--- config.mk ---
export PLATFORM = sky130hd
export DESIGN_NAME = assoc_tlb
export DESIGN_NICKNAME = d
export VERILOG_FILES = /design/src/rtl/tlb_pkg.sv /design/src/rtl/tlb_entry.sv /design/src/rtl/tlb_select.sv /design/src/rtl/tlb_resp_ctl.sv /design/src/rtl/assoc_tlb.sv
export SDC_FILE = /design/constraint.sdc
export NUM_CORES = 1
export LEC_CHECK = 0
export CAP_MARGIN = 30
export CORE_MARGIN = 2
export CORE_UTILIZATION = 45
export DETAILED_ROUTE_END_ITERATION = 8
export GPL_ROUTABILITY_DRIVEN = 0
export GPL_TIMING_DRIVEN = 0
export SLEW_MARGIN = 25
export SYNTH_ARGS = -nofsm -noshare
export SYNTH_HDL_FRONTEND = slang
export SYNTH_HIERARCHICAL = 1
export SYNTH_SLANG_ARGS = --single-unit
--- constraint.sdc ---
create_clock -name clk -period 6.3 [get_ports clk]
set_input_delay 0.63 -clock clk [delete_from_list [all_inputs] [get_ports clk]]
set_output_delay 0.63 -clock clk [all_outputs]
set_load 0.05 [all_outputs]
--- src/rtl/tlb_pkg.sv ---
package tlb_pkg;

  // Outcome of one lookup before it is registered
  typedef enum logic [1:0] {
    RSP_NONE  = 2'd0,
    RSP_HIT   = 2'd1,
    RSP_MISS  = 2'd2,
    RSP_MULTI = 2'd3
  } rsp_kind_t;

  // True when more than one bit of a match vector is set
  function automatic logic more_than_one(input logic [63:0] v);
    return |(v & (v - 64'd1));
  endfunction

endpackage

--- src/rtl/tlb_entry.sv ---
module tlb_entry #(
  parameter int VPN_W  = 20,
  parameter int ASID_W = 6,
  parameter int PPN_W  = 20
) (
  input  logic              clk,
  input  logic              rst,
  input  logic              we,
  input  logic [VPN_W-1:0]  w_vpn,
  input  logic [ASID_W-1:0] w_asid,
  input  logic [PPN_W-1:0]  w_ppn,
  input  logic              w_valid,
  input  logic [VPN_W-1:0]  q_vpn,
  input  logic [ASID_W-1:0] q_asid,
  output logic              match,
  output logic [PPN_W-1:0]  ppn
);

  logic [VPN_W-1:0]  vpn_q;
  logic [ASID_W-1:0] asid_q;
  logic [PPN_W-1:0]  ppn_q;
  logic              valid_q;

  // Only the valid flag needs reset; the payload is don't-care while invalid
  always_ff @(posedge clk) begin
    if (rst) begin
      valid_q <= 1'b0;
    end else if (we) begin
      valid_q <= w_valid;
    end
  end

  always_ff @(posedge clk) begin
    if (we) begin
      vpn_q  <= w_vpn;
      asid_q <= w_asid;
      ppn_q  <= w_ppn;
    end
  end

  assign match = valid_q && (vpn_q == q_vpn) && (asid_q == q_asid);
  assign ppn   = ppn_q;

endmodule

--- src/rtl/tlb_select.sv ---
module tlb_select #(
  parameter int N     = 16,
  parameter int PPN_W = 20
) (
  input  logic [N-1:0]       match_vec,
  input  logic [N*PPN_W-1:0] ppn_flat,
  output logic               single,
  output logic               multi,
  output logic [PPN_W-1:0]   sel_ppn
);
  import tlb_pkg::*;

  logic [63:0]      wide;
  logic [PPN_W-1:0] and_or;

  always_comb begin
    wide = '0;
    wide[N-1:0] = match_vec;
  end

  assign multi  = more_than_one(wide);
  assign single = (|match_vec) && !multi;

  // One-hot AND-OR; its result is used only when exactly one bit is set
  always_comb begin
    and_or = '0;
    for (int i = 0; i < N; i++) begin
      and_or = and_or | ({PPN_W{match_vec[i]}} & ppn_flat[i*PPN_W +: PPN_W]);
    end
  end

  assign sel_ppn = single ? and_or : '0;

endmodule

--- src/rtl/tlb_resp_ctl.sv ---
module tlb_resp_ctl #(
  parameter int PPN_W = 20
) (
  input  logic             clk,
  input  logic             rst,
  input  logic             lk_req,
  input  logic             single,
  input  logic             multi,
  input  logic [PPN_W-1:0] sel_ppn,
  input  logic             sd_clear,
  output logic             rsp_valid,
  output logic             rsp_hit,
  output logic             rsp_miss,
  output logic             rsp_multi,
  output logic [PPN_W-1:0] rsp_ppn,
  output logic             shutdown
);
  import tlb_pkg::*;

  rsp_kind_t kind;

  always_comb begin
    if (!lk_req)       kind = RSP_NONE;
    else if (shutdown) kind = RSP_MISS;
    else if (multi)    kind = RSP_MULTI;
    else if (single)   kind = RSP_HIT;
    else               kind = RSP_MISS;
  end

  always_ff @(posedge clk) begin
    if (rst) begin
      rsp_valid <= 1'b0;
      rsp_hit   <= 1'b0;
      rsp_miss  <= 1'b0;
      rsp_multi <= 1'b0;
      rsp_ppn   <= '0;
      shutdown  <= 1'b0;
    end else begin
      rsp_valid <= (kind != RSP_NONE);
      rsp_hit   <= (kind == RSP_HIT);
      rsp_miss  <= (kind == RSP_MISS);
      rsp_multi <= (kind == RSP_MULTI);
      rsp_ppn   <= (kind == RSP_HIT) ? sel_ppn : '0;
      if (kind == RSP_MULTI)  shutdown <= 1'b1;
      else if (sd_clear)      shutdown <= 1'b0;
    end
  end

endmodule

--- src/rtl/assoc_tlb.sv ---
module assoc_tlb #(
  parameter int N        = 16,
  parameter int VPN_W    = 20,
  parameter int ASID_W   = 6,
  parameter int PPN_W    = 20,
  parameter int STATUS_W = 32,
  parameter int SD_BIT   = 21,
  localparam int IDX_W   = (N > 1) ? $clog2(N) : 1
) (
  input  logic                clk,
  input  logic                rst,
  input  logic                wr_en,
  input  logic [IDX_W-1:0]    wr_idx,
  input  logic [VPN_W-1:0]    wr_vpn,
  input  logic [ASID_W-1:0]   wr_asid,
  input  logic [PPN_W-1:0]    wr_ppn,
  input  logic                wr_valid,
  input  logic                lk_req,
  input  logic [VPN_W-1:0]    lk_vpn,
  input  logic [ASID_W-1:0]   lk_asid,
  input  logic                sd_clear,
  output logic                rsp_valid,
  output logic                rsp_hit,
  output logic                rsp_miss,
  output logic                rsp_multi,
  output logic [PPN_W-1:0]    rsp_ppn,
  output logic                shutdown,
  output logic [STATUS_W-1:0] status_word
);

  logic [N-1:0]       match_vec;
  logic [N*PPN_W-1:0] ppn_flat;
  logic               single;
  logic               multi;
  logic [PPN_W-1:0]   sel_ppn;

  for (genvar g = 0; g < N; g++) begin : g_entry
    logic we_g;
    assign we_g = wr_en && (wr_idx == IDX_W'(g));
    tlb_entry #(.VPN_W(VPN_W), .ASID_W(ASID_W), .PPN_W(PPN_W)) u_entry (
      .clk     (clk),
      .rst     (rst),
      .we      (we_g),
      .w_vpn   (wr_vpn),
      .w_asid  (wr_asid),
      .w_ppn   (wr_ppn),
      .w_valid (wr_valid),
      .q_vpn   (lk_vpn),
      .q_asid  (lk_asid),
      .match   (match_vec[g]),
      .ppn     (ppn_flat[g*PPN_W +: PPN_W])
    );
  end

  tlb_select #(.N(N), .PPN_W(PPN_W)) u_sel (
    .match_vec (match_vec),
    .ppn_flat  (ppn_flat),
    .single    (single),
    .multi     (multi),
    .sel_ppn   (sel_ppn)
  );

  tlb_resp_ctl #(.PPN_W(PPN_W)) u_ctl (
    .clk       (clk),
    .rst       (rst),
    .lk_req    (lk_req),
    .single    (single),
    .multi     (multi),
    .sel_ppn   (sel_ppn),
    .sd_clear  (sd_clear),
    .rsp_valid (rsp_valid),
    .rsp_hit   (rsp_hit),
    .rsp_miss  (rsp_miss),
    .rsp_multi (rsp_multi),
    .rsp_ppn   (rsp_ppn),
    .shutdown  (shutdown)
  );

  for (genvar b = 0; b < STATUS_W; b++) begin : g_status
    if (b == SD_BIT) begin : g_sd
      assign status_word[b] = shutdown;
    end else begin : g_zero
      assign status_word[b] = 1'b0;
    end
  end

endmodule

Word level (Yosys, flattened, before mapping)
Index checks and enable logic that the tools add are counted.
W data, S select, Z words.
{"block": "totals", "reg_bits": 777, "elab_cells": 217, "output_inout_bits": 57, "in_bits": 82}
{"block": "classes", "reduce_logical": 56, "mux": 6, "bitwise": 34, "eq_ne": 50, "n_addsub": 1}
{"operator": "$and A20 B20 Y20", "n": 16}
{"operator": "$eq A20 B20 Y1", "n": 16}
{"operator": "$or A20 B20 Y20", "n": 15}
{"operator": "$eq A6 B6 Y1", "n": 16}
{"operator": "$and A16 B64 Y64", "n": 1}
{"operator": "$reduce_or A64 Y1", "n": 1}
{"operator": "$logic_and A1 B1 Y1", "n": 49}
{"operator": "$eq A4 B4 Y1 const B", "n": 8}
{"operator": "$sub A16 B1 Y17 const B", "n": 1}
{"operator": "$eq A4 B3 Y1 const B", "n": 4}
{"operator": "$reduce_or A16 Y1", "n": 1}
{"operator": "$eq A4 B2 Y1 const B", "n": 2}
{"operator": "$mux W2", "n": 4}
{"operator": "$eq A2 B2 Y1 const B", "n": 2}
{"operator": "$eq A4 B1 Y1 const B", "n": 1}
{"operator": "$logic_not A4 Y1", "n": 1}
{"operator": "$reduce_bool A2 Y1", "n": 2}
{"operator": "$reduce_or A3 Y1", "n": 1}
{"operator": "$eq A2 B1 Y1 const B", "n": 1}
{"operator": "$mux W1", "n": 2}
{"operator": "$not A1 Y1", "n": 2}
{"operator": "$logic_not A1 Y1", "n": 1}

Logic depth before layout (Yosys ltp)
{"block": "depth", "ltp_word": 19, "ltp_mapped": 13, "ltp_nobuf": 11}

By module
The synthesis kept the hierarchy.
{"mod": "tlb_entry", "cells_per_inst": 84, "seq_area_each_um2": 1401.3, "n_inst": 16, "area_per_inst_um2": 1705.4}
{"mod": "tlb_select", "cells_per_inst": 306, "seq_area_each_um2": 0.0, "n_inst": 1, "area_per_inst_um2": 2052.0}
{"mod": "tlb_resp_ctl", "cells_per_inst": 57, "seq_area_each_um2": 500.5, "n_inst": 1, "area_per_inst_um2": 857.1}
{"mod": "assoc_tlb", "cells_per_inst": 56, "seq_area_each_um2": 0.0, "n_inst": 1, "area_per_inst_um2": 361.6}

Worst setup path before layout
OpenSTA, ideal clock, no wires.
{"block": "synth_timing", "path_type": "input port to flip-flop", "start": "in wr_idx[3]", "end": "reg g_entry[4].u_entry.valid_q", "cell_stages": 4, "path_buffers": 0, "setup_ns": 0.118, "setup_slack_ns": 1.666, "arrival_time_ns": 4.516, "required_time_ns": 6.182, "cell_sequence": "nand3b_1 -> nor3_1 -> mux2i_1 -> nor2_1"}
{"block": "synth_via", "elab_chain_len": 2}
{"element": "from (decl)", "line": "assoc_tlb.sv:13", "text": "input logic [IDX_W-1:0] wr_idx,"}
{"element": "$eq A4 B3 Y1", "line": "assoc_tlb.sv:39", "text": "assign we_g = wr_en && (wr_idx == IDX_W'(g));"}
{"element": "$logic_and A1 B1 Y1", "line": "assoc_tlb.sv:39"}
{"element": "net g_entry[4].we_g", "line": "assoc_tlb.sv:38", "text": "logic we_g;"}
{"element": "to (signal assigned)", "line": "tlb_entry.sv:29", "text": "valid_q <= w_valid;"}
{"element": "to (decl)", "line": "tlb_entry.sv:22", "text": "logic valid_q;"}
The timed path passes the listed nets, and every way through them passes these cells.
A chain may end at the register's enable or synchronous reset.

Final worst setup path
{"block": "layout_timing", "start": "in lk_asid[4]", "end": "reg u_ctl.rsp_ppn[8]"}
{"block": "layout_via", "elab_cells_between_ends": 77, "cone_classes": "1 x add/sub; 17 x eq/ne; 4 x mux; 34 x bitwise; 21 x reduce/logical"}
{"element": "from (decl)", "line": "assoc_tlb.sv:20", "text": "input logic [ASID_W-1:0] lk_asid,"}
{"element": "$eq A6 B6 Y1 *", "line": "tlb_entry.sv:41", "text": "assign match = valid_q && (vpn_q == q_vpn) && (asid_q == q_asid);"}
{"element": "$logic_and A1 B1 Y1 *", "line": "tlb_entry.sv:41"}
{"element": "net match_vec[3]", "line": "assoc_tlb.sv:31", "text": "logic [N-1:0] match_vec;"}
{"element": "branches (longest 14 deep; another with $sub A16 B1 Y17)"}
{"element": "to (signal assigned)", "line": "tlb_resp_ctl.sv:43", "text": "rsp_ppn <= (kind == RSP_HIT) ? sel_ppn : '0;"}
{"element": "to (decl)", "line": "tlb_resp_ctl.sv:15", "text": "output logic [PPN_W-1:0] rsp_ppn,"}
Mark *: on every way through the listed nets, which the timed path passes.

==> summary.txt <==
setup bufs post-CTS -> 0
wire per inst -> 26.7 um
Least-Margin Pin Slew -> 1040 ps
Congestion Overflow GR -> 0
post-synth cell types -> 46
Post-synth EDFFs -> 736
synthesis warning total -> 6
Synth Flop Type -> edfxtp_1
share of the synthesized area in the top cell type -> 72.3%
RSZ-0062 raised after global routing -> no
Initial DRC Count -> 1635
total clock sinks -> 777
fraction of registers with async set or reset after synthesis -> 0%
WL final -> 80000 um
clk buf depth -> 3
global-route wire length before repair -> 114000 um
hpwl dp -> 52700 um
status -> complete, no violations
Max IR drop VDD -> 278 uV
leakage -> 11.2 nW
Critical-path top delay cell -> nor4_2
Max Fanout on Critical Path -> 10
Fmax achieved -> 0.169 GHz
slowest stage delay, CP -> 850 ps
Core Box Area -> 0.0672 sq mm
Post-Layout Cell Count -> 3000
CTS Root Cell -> clkbuf_16
area of the multi-input gates -> 0.00744 sq mm
initial antenna violation count -> 5
Resized Gates After CTS -> 0
H-Tree Level Count -> 3
Critical Path Start Type -> input port
critical path, cell by cell -> clkdlybuf4s50_1, buf_8, xnor2_1, nand4_1, or4_1, nor4_2, clkbuf_1, clkbuf_1, a22oi_1, nand4_1, o21ai_0, nor3_1, nor3b_1
vias in the first global route -> 16352
die width -> 265 um
largest area contributor in the netlist -> edfxtp_1
Mapped Area -> 0.0306 sq mm
Post-synth top cells -> 736 x edfxtp_1, 416 x xnor2_1, 108 x nand4_1
Final nets -> 2141
final instance area -> 0.0367 sq mm
clk slew on worst S/H paths -> 60 ps
Tcrit/Tclk final -> 94.2%
share of layout cells above drive strength 1 -> 14.3%
Slew HR -> 30.5%
Fin. Hold Viols -> 0
Die H -> 265 um
dpl cells -> 2848
Mapped Cells -> 1763
via count -> 16828
# rows -> 95
vias per cell -> 5.61
DRC violations left -> 0
I/O Pins -> 139
Worst setup EP type -> flip-flop
Final setup viols -> 0
data arrival time of the critical path -> 6470 ps
Seq cells post-synth -> 777
pin count of the biggest net entering global routing -> 23
ranking of synthesized cells by area -> edfxtp_1 72%, xnor2_1 12%, dfxtp_1 2.7%, a22oi_1 2.5%, nand4_1 2.2%
Power Density -> 299 mW/mm^2
Hold Crit Class -> reg2reg
CP required -> 6840 ps
Filler cells -> 5208
die area -> 0.0700 sq mm
total track usage -> 22.8%
TritonCTS buffer count -> 80
initial core utilization -> 45.5%
Hold Buf Count CTS -> 0
area of placed instances -> 0.0341 sq mm
Power Total -> 11.0 mW
FF/Latch Area -> 0.0229 sq mm
sequential share of the synthesized area -> 75.0%
Mean Syn Cell Area -> 17.3 sq um
Max-Cap Viols -> 0
Final min period -> 5930 ps
worst skew pair latency -> 630 ps
WS Path Type -> in2reg
I/O Buffers -> 107
area grow syn2layout -> 20.1%
Pre-antenna DRT Iters -> 5
most numerous cell in the Yosys netlist -> edfxtp_1
TritonCTS clock tree -> yes
ANT nets after route -> 0
Worst Skew -> 19.2 ps
Pins Over Slew Limit -> 0
[power breakdown]
group	leakage, nW	switching [mW]	total, mW	internal (mW)
registers	6.98	0.0314	5.79	5.75
clock network	1.25	1.96	4.64	2.68
logic	3.00	0.329	0.535	0.207
[worst max-delay path, delay by kind of cell]
family                 cells  cell delay [ps]
AND/OR/NAND/NOR            6             2450
XOR/XNOR                   1              130
buffers and inverters      4             2680
AO/OA/AOI/OAI              2              540
[cell families (layout without fill, tap and decap cells)]
kind of cell    after synthesis  count (layout)  share of synthesized area [%]
mux                          16              16                          0.524
compound gates              191             191                           4.77
other cells                   1              32                         0.0123
simple gates                286             286                           6.33
flops                       777             777                           75.0
xor+xnor                    417             417                           12.0
fa+ha+maj                     1               1                         0.0328
buf+inv                      74             407                           1.37
[flip-flops by register name (all words and copies together) (netlist names)]
| register | cells |
|---|---|
| g_entry.u_entry/vpn_q | 320 |
| u_ctl/shutdown | 1 |
| u_ctl/rsp_ppn | 20 |
| u_ctl/rsp_valid | 1 |
| g_entry.u_entry/valid_q | 16 |
| u_ctl/rsp_miss | 1 |
| g_entry.u_entry/ppn | 320 |
| u_ctl/rsp_multi | 1 |
| g_entry.u_entry/asid_q | 96 |
| u_ctl/rsp_hit | 1 |
[layout by cell type, fill, tap and decap left out, types with 23 or more instances in the layout]
| cell type | Yosys | final |
|---|---|---|
| a22o_1 | 29 | 29 |
| buf_4 | 32 | 52 |
| clkbuf_1 | 28 | 49 |
| dfxtp_1 | 41 | 41 |
| clkdlybuf4s50_1 | 0 | 90 |
| a22oi_1 | 102 | 102 |
| xnor2_1 | 416 | 416 |
| nand4_1 | 108 | 108 |
| nor3_1 | 26 | 23 |
| edfxtp_1 | 736 | 736 |
| nand3_1 | 47 | 47 |
| conb_1 | 1 | 31 |
| clkbuf_16 | 0 | 81 |
| a221oi_1 | 29 | 29 |
[through the flow]
step,setup WS (ps),hold WS [ps],setup TNS [ps],util (%)
3_5_place_dp,-220,479,-337,50.8
5_1_grt,189,512,0,54.7
3_3_place_gp,-3060,474,-372890,48.9
2_1_floorplan,1670,460,0,-
4_1_cts,412,501,0,54.6
6_report,365,494,0,54.7
[worst paths after layout]
kind,cells after the start,endpoint,slack (ps),start
hold / removal,2,g_entry[2].u_entry/valid_q$_SDFFE_PP0P_,490,g_entry[2].u_entry/valid_q$_SDFFE_PP0P_
setup / recovery,13,u_ctl/rsp_ppn[8]$_SDFF_PP0_,370,lk_asid[4]
setup reg to reg,11,u_ctl/rsp_ppn[8]$_SDFF_PP0_,1060,g_entry[3].u_entry/vpn_q[6]$_DFFE_PP_
hold reg to reg,2,g_entry[2].u_entry/valid_q$_SDFFE_PP0P_,490,g_entry[2].u_entry/valid_q$_SDFFE_PP0P_
[per-layer routing]
layer	part of all wire (%)	wire [um]	GRT usage, %
met1	41	32600	30.4
met2	49	39600	38.2
met3	7.7	6160	4.64
met4	2.1	1710	5.82
met5	0.034	27	0
[area by class of cell]
| type | count | area share (%) |
|---|---|---|
| plain buffers | 74 | 1.14 |
| flip-flops and latches | 777 | 62.4 |
| diodes | 1 | 0.00682 |
| well taps | 873 | 2.98 |
| clock buffers | 103 | 5.77 |
| multi-input cells | 942 | 20.3 |
| repair buffers | 184 | 6.17 |
| clock inverters | 46 | 1.23 |
Power figures use the tool's default switching activity.
